<file path="src/rtl/lenfit_fifo_port.sv">
module lenfit_fifo_port #(
  parameter int DEPTH  = 8,
  parameter int ADDR_W = 17,
  parameter int CNT_W  = 9,
  parameter logic [ADDR_W-1:0] WIN_LO = 'h00090,
  parameter logic [ADDR_W-1:0] WIN_HI = 'h1F7FF
) (
  input  logic              clk,
  input  logic              rst_n,
  input  logic              req_valid,
  output logic              req_ready,
  input  logic              req_write,
  input  logic              req_single,
  input  logic [2:0]        req_func,
  input  logic [ADDR_W-1:0] req_addr,
  input  logic [CNT_W-1:0]  req_count,
  output logic              rd_valid,
  input  logic              rd_ready,
  output logic [7:0]        rd_data,
  input  logic              wr_valid,
  output logic              wr_ready,
  input  logic [7:0]        wr_data,
  output logic              done,
  output logic              err,
  input  logic              tx_push,
  input  logic [7:0]        tx_data,
  output logic              tx_full,
  output logic              tx_empty,
  input  logic              rx_pop,
  output logic [7:0]        rx_data,
  output logic              rx_full,
  output logic              rx_empty
);
  localparam int AW = $clog2(DEPTH);

  typedef enum logic [1:0] {S_IDLE, S_RD, S_WR} state_t;
  state_t           state;
  logic [CNT_W-1:0] rem;

  logic [7:0] tx_mem [DEPTH];
  logic [7:0] rx_mem [DEPTH];
  logic [AW:0] tx_wp, tx_rp, rx_wp, rx_rp;

  assign tx_empty = (tx_wp == tx_rp);
  assign tx_full  = (tx_wp[AW] != tx_rp[AW]) && (tx_wp[AW-1:0] == tx_rp[AW-1:0]);
  assign rx_empty = (rx_wp == rx_rp);
  assign rx_full  = (rx_wp[AW] != rx_rp[AW]) && (rx_wp[AW-1:0] == rx_rp[AW-1:0]);
  assign rx_data  = rx_mem[rx_rp[AW-1:0]];

  assign req_ready = (state == S_IDLE);
  assign rd_valid  = (state == S_RD);
  assign wr_ready  = (state == S_WR);
  assign rd_data   = tx_empty ? 8'h00 : tx_mem[tx_rp[AW-1:0]];

  wire rd_fire = rd_valid && rd_ready;
  wire wr_fire = wr_valid && wr_ready;
  wire last    = (rem == CNT_W'(1));
  wire take    = req_valid && req_ready;
  wire bad     = (req_func != 3'd1) || (req_addr < WIN_LO) || (req_addr > WIN_HI)
               || (!req_single && req_count == '0);

  wire tx_wen = tx_push && !tx_full;
  wire tx_ren = rd_fire && !tx_empty;
  wire rx_wen = wr_fire && !rx_full;
  wire rx_ren = rx_pop && !rx_empty;

  always_ff @(posedge clk) begin
    if (tx_wen) tx_mem[tx_wp[AW-1:0]] <= tx_data;
    if (rx_wen) rx_mem[rx_wp[AW-1:0]] <= wr_data;
  end

  always_ff @(posedge clk) begin
    if (!rst_n) begin
      tx_wp <= '0;
      tx_rp <= '0;
      rx_wp <= '0;
      rx_rp <= '0;
    end else begin
      if (tx_wen) tx_wp <= tx_wp + 1'b1;
      if (tx_ren) tx_rp <= tx_rp + 1'b1;
      if (rx_wen) rx_wp <= rx_wp + 1'b1;
      if (rx_ren) rx_rp <= rx_rp + 1'b1;
    end
  end

  always_ff @(posedge clk) begin
    if (!rst_n) begin
      state <= S_IDLE;
      rem   <= '0;
      done  <= 1'b0;
      err   <= 1'b0;
    end else begin
      done <= 1'b0;
      err  <= 1'b0;
      case (state)
        S_IDLE:
          if (take) begin
            if (bad) err <= 1'b1;
            else begin
              rem   <= req_single ? CNT_W'(1) : req_count;
              state <= req_write ? S_WR : S_RD;
            end
          end
        default:
          if (rd_fire || wr_fire) begin
            rem <= rem - 1'b1;
            if (last) begin
              done  <= 1'b1;
              state <= S_IDLE;
            end
          end
      endcase
    end
  end
endmodule

</file>
<file path="config.mk">
export PLATFORM = sky130hd
export DESIGN_NAME = lenfit_fifo_port
export DESIGN_NICKNAME = d
export VERILOG_FILES = /design/src/rtl/lenfit_fifo_port.sv
export SDC_FILE = /design/constraint.sdc
export NUM_CORES = 1
export LEC_CHECK = 0
export BUFFER_PORTS_ARGS = -buffer_cell sky130_fd_sc_hd__buf_2
export CAP_MARGIN = 20
export CORE_ASPECT_RATIO = 0.5
export CORE_MARGIN = 8
export CORE_UTILIZATION = 42
export CTS_CLUSTER_SIZE = 12
export DETAILED_ROUTE_END_ITERATION = 7
export GPL_ROUTABILITY_DRIVEN = 0
export HOLD_SLACK_MARGIN = 0.05
export PLACE_DENSITY_LB_ADDON = 0.15
export SLEW_MARGIN = 20
export SYNTH_ARGS = -nofsm -noshare
export SYNTH_HDL_FRONTEND = slang
export SYNTH_SLANG_ARGS = --single-unit
</file>
<file path="constraint.sdc">
create_clock -name clk -period 2.5 [get_ports clk]
set_clock_uncertainty 0.05 [all_clocks]
set_input_delay 0.375 -clock clk [delete_from_list [all_inputs] [get_ports clk]]
set_output_delay 0.375 -clock clk [all_outputs]
set_load 0.05 [all_outputs]
</file>
* After elaboration in Yosys (flattened, before gate mapping) *
Memory sizes are Yosys's and may differ from the RTL's. A register that Yosys moved wholly into a read port is not among the register bits.
Index checks and enable logic that the tools add are counted.

word-level totals
  bits in registers = 29
  memory bits (writable) = 128
  input bits = 54
  output and inout port bits = 25
  logic and storage cells = 80
  memories kept = 2

operators by class
  add/subtract/negate cells = 5
  magnitude comparators = 2
  eq/ne operators = 12
  mux-type cells = 22
  bitwise gates (word level) = 2
  reduce and logical (&&, ||, !) cells = 27

memory list
  memory  depth  bits a word  rd ports  clocked after Yosys merged registers in  write ports  RTL line  RTL
  rx_mem  8      8            1         1                                        1            41        logic [7:0] rx_mem [DEPTH];
  tx_mem  8      8            1         1                                        1            40        logic [7:0] tx_mem [DEPTH];

operators with widths
  cell                                                    count
  2-to-1 mux 9 bit                                        5
  greater-than comparator 17 bit (second input constant)  1
  < comparator 17 x 8 -> 1 bit (second input constant)    1
  adder 4 x 1 -> 4 bit (second input constant)            4
  2-to-1 mux 2 bit                                        6
  2-to-1 mux 3 bit                                        4
  logical AND 1 bit                                       10
  == test 9 x 1 -> 1 bit (second input constant)          1
  zero test 9 bit                                         1
  subtractor 9 x 1 -> 9 bit (second input constant)       1
  == test 4 bit                                           2
  2-to-1 mux 8 bit                                        1
  == test 3 bit                                           2
  2-to-1 mux 1 bit                                        6
  AND reduction 3 bit                                     2
  zero test 1 bit                                         5
  logical OR 1 bit                                        4
  AND reduction 4 bit                                     1
  nonzero test 2 bit                                      2
  != test 3 x 1 -> 1 bit (second input constant)          1
  OR reduction 3 bit                                      1
  == test 2 x 1 -> 1 bit (second input constant)          1
  == test 2 bit (second input constant)                   1
  zero test 2 bit                                         1
  other kinds (4)                                         6

* Depth between registers and ports, before layout *
  depth after elaboration = 7
  mapped depth = 7

* Least setup slack after synthesis *
No wires, ideal clock.

  path type = register to register
  start = register tx_wp[0]
  end = memory tx_mem[0][0], enable pin
  setup time = 0.383 ns
  data arrival time = 1.699 ns
  slack = 0.368 ns
  stages on the path, launching flop included = 6
  cell sequence = dfxtp_1 -> buf_4 -> xnor2_1 -> a41oi_2 -> nand2b_1 -> nor3_1

between the ends
  longest elaborated chain between the ends = 6

ends and longest elaborated chain
  item                                    RTL line  RTL
  start, declared                         42        logic [AW:0] tx_wp, tx_rp, rx_wp, rx_rp;
  start signal, assigned                  79        if (tx_wen) tx_wp <= tx_wp + 1'b1;
  == test 3 bit                           45        assign tx_full = (tx_wp[AW] != tx_rp[AW]) && (tx_wp[AW-1:0] == tx_rp[AW-1:0]);
  logical AND 1 bit                       45
  zero test 1 bit                         62        wire tx_wen = tx_push && !tx_full;
  logical AND 1 bit                       62
  2-to-1 mux 1 bit                        68        if (tx_wen) tx_mem[tx_wp[AW-1:0]] <= tx_data;
  2-to-1 mux 1 bit (not written as such)  68
  end, declared                           40

Several ways; a longest one is shown, not always the timed one.

==> results_dict.tcl <==
set metrics [dict create \
    totalWireLength_microns 13900 \
    synthToLayoutAreaGrowth_pct 19.5 \
    grt_usage_pct 13.6 \
    die_height_microns 106 \
    pwr_density_nw_per_um2 715 \
    cp_data_arrival_time_ns 1.99 \
    design_power_total_uw 5860 \
    synthArstFlopShare_pct 0 \
    final-hold-violation-count 0 \
    seqCellArea_sq_um 4550 \
    drt_drc_violations_left 0 \
    ys_seq_area_share_pct 66.2 \
    wire_length_of_the_first_global_routing_pass_microns 21900 \
    final_net_count 596 \
    worstHoldPathType "primary input to flip-flop" \
    tightest_slew_ns 0.775 \
    cts_htree_levels 4 \
    startpoint_of_the_worst_slack_reg_to_reg_timing_path "tx_wp[0]$_SDFFE_PN0P_" \
    synth_area_per_cell_sq_um 15.6 \
    relSlewSlack_pct 48.3 \
    initial_utilization_pct 42.4 \
    drt.antenna.violating_nets 0 \
    grt_max_degree 23 \
    cts_made_buffers 17 \
    design.die.area_sq_um 21000 \
    worst_hold_endpoint "rx_mem[1][2]$_DFFE_PP_" \
    required_ns 2.08 \
    first_iter_violations 297 \
    synthCells 440 \
    die_w_microns 197 \
    clk_transition_reported_paths_ns 0.06 \
    postSynthNetCount 500 \
    r2r.worst_path.cells 4 \
    timing.rr.end "tx_mem[7][5]$_DFFE_PP_" \
    yosys_register_bits 163 \
    grt_pass1_vias 3990 \
    synth_enable_flop_cells 128 \
    static-leakage-power_uw 0.00288 \
    yosys_warnings 0 \
    fin_tns_setup_ns 0 \
    max_clk_rate_mhz 414 \
    reg2reg_setup_slack_ns 0.46 \
    grt-ovfl-total 0 \
    pre_cts_ws_ns 0.407 \
    worst_hold_depth 1 \
    num_io_pins 79 \
    post_synth_num_cell_types 46 \
    synthDominantAreaCellType "edfxtp_1" \
    cp_max_stage_delay_ns 0.53 \
    floorplan.rows 33 \
    final_number_of_max_transition_violations 0 \
    dpl.hpwl_microns 9040 \
    detail_route.vias_per_cell 5.03 \
    max_cap_viol_count 0 \
    layout_min_cycle_time_ns 2.42 \
    fillerInstances 1389 \
    ctsRootBufferMaster "clkbuf_16" \
    core_area_sq_um 16200 \
    criticalPathCategory "flip-flop to primary output" \
    synth.cells.most_frequent "edfxtp_1 (128), nor2_1 (42), dfxtp_1 (35)" \
    critical_path_peak_fanout 16 \
    vdd_ir_drop_max_mv 0.541 \
    layout-drive-gt1-share_pct 33.0 \
    setup_viol 0 \
    synth.top_cells.by_area "edfxtp_1 (56%), mux4_2 (10%), dfxtp_1 (10%), mux2i_1 (2.5%), nor2_1 (2.3%)" \
    postLayoutSetupSlackWorst_ns 0.0840 \
    io_buffers 74 \
    yosys.cell_count.top_type "edfxtp_1" \
    routed_length_per_instance_microns 18.0 \
    series_of_cell_instances_along_the_critical_path "buf_12, mux4_2, mux2i_1, nor2_1, buf_2" \
    cts_max_path_buffers 2 \
    final_core_utilization_pct 50.7 \
    critPathLaunchType "flip-flop" \
    critical_path.slowest_cell "mux4_2" \
    worst_hold_slack_ns 0.182 \
    final.period_utilization_pct 96.6 \
    rsz0062_at_grt "no" \
    synth_top_cell_area_share_pct 56.0 \
    status "finished, final reports clean" \
    worst_hold_startpoint "wr_data[2]" \
    worst_setup_path_end_kind "primary output" \
    insertion_delay_ns 0.41 \
    multi_input_comb_area_sq_um 2170 \
    detailroute.via_count 3905 \
    yosys_most_used_dff "edfxtp_1" \
    first_pass_iters 4 \
    numClockSinks 163 \
    synthesis.area_sq_um 6870 \
    clock_tree_from_tritoncts "done" \
    diode_count 0 \
    grt_antenna_before_repair 0 \
]
==> timing repair <==
item / 4_1_cts / 5_1_grt
pin swaps: 1 / 1
hold buffers: 0 / 0
buffers inserted: 0 / 1
resized for setup: 0 / 1
endpoints found under the setup margin: 1 / 10
cloned: 0 / 1
==> layout by cell type (no fill, tap or decap), types with 3 or more instances in the layout <==
cell type and count:
nand4_1 6, clkinvlp_4 3, nand2_1 19, nor3_1 8, nor2b_1 4, inv_1 9
nor3b_1 5, a41oi_2 3, ha_1 6, a21oi_1 8, xnor2_1 12, inv_6 5
or3_1 3, mux2_2 9, mux2i_1 17, o21ai_0 6, o21ai_1 5, buf_4 21
o221ai_1 3, clkbuf_16 18, nand2b_1 8, mux4_2 32, nor4_1 5, nor2_1 42
nand3_1 6, buf_12 3, nand3b_1 4, xor2_1 11, edfxtp_1 128, o211ai_1 5
buf_2 74, dfxtp_1 34
==> cell type report <==
| cell class | count | area share [%] |
|---|---|---|
| multi-input combinational | 245 | 26.5 |
| clock buffer | 18 | 5.23 |
| clock inverter | 14 | 1.54 |
| tap | 227 | 3.46 |
| sequential | 163 | 55.4 |
| timing repair buffer | 99 | 7.47 |
| inverter | 10 | 0.457 |
==> critical path, delay by kind of cell (launching register included) <==
family        cells  cell delay, ns
simple gates      1            0.06
mux               2            0.76
flops             1            0.35
buf+inv           2            0.40
==> flip-flops by register name (all words and copies together) (netlist names), named ones only <==
register and flops:
err 1, rx_rp 4, state 2, done 1, tx_wp 4, tx_rp 4, tx_mem 64, rx_mem 64
rx_wp 4, rem 9
==> how the worst max path moves through the flow <==
stage | from | end | slack [ns] | cells after the start
CTS | tx_wp[2]$_SDFFE_PN0P_ | rd_data[5] | 0.02 | 5
global route | flip-flop | rd_data[2] | 0.006 | 5
detailed placement | wr_valid | rx_mem[7][6]$_DFFE_PP_ | 0.41 | 5
finish | flip-flop | rd_data[2] | 0.08 | 5
floorplan | tx_wp[0]$_SDFFE_PN0P_ | tx_mem[0][0]$_DFFE_PP_ | 0.37 | 5
global placement | tx_wp[0]$_SDFFE_PN0P_ | tx_mem[7][7]$_DFFE_PP_ | 0.43 | 4
==> stage by stage <==
stage,instances,instance area [sq um]
2_1_floorplan,440,6870
3_3_place_gp,742,7600
3_5_place_dp,742,7600
4_1_cts,774,8160
5_1_grt,776,8210
6_report,776,8210
==> logic make-up after synthesis <==
logic type      synth area share, %
xor+xnor                       2.93
simple gates                   9.54
compound gates                 3.59
mux                            14.4
flops                          66.2
fa+ha+maj                      1.09
buf+inv                        2.24
==> power by group <==
part           switching [uW]  total, uW  internal [uW]
Sequential               24.7       2980           2960
Clock                    1070       2450           1380
Combinational             268        431            163
==> layer usage <==
metal	GRT usage, %	vias to the layer above	wire length [microns]
met5	0	-	0
met3	3.31	13	550
li1	-	1884	-
met1	18.7	1931	6900
met2	21.1	77	6340
met4	4.48	0	146
No activity file was read; power rests on OpenSTA's default activity.
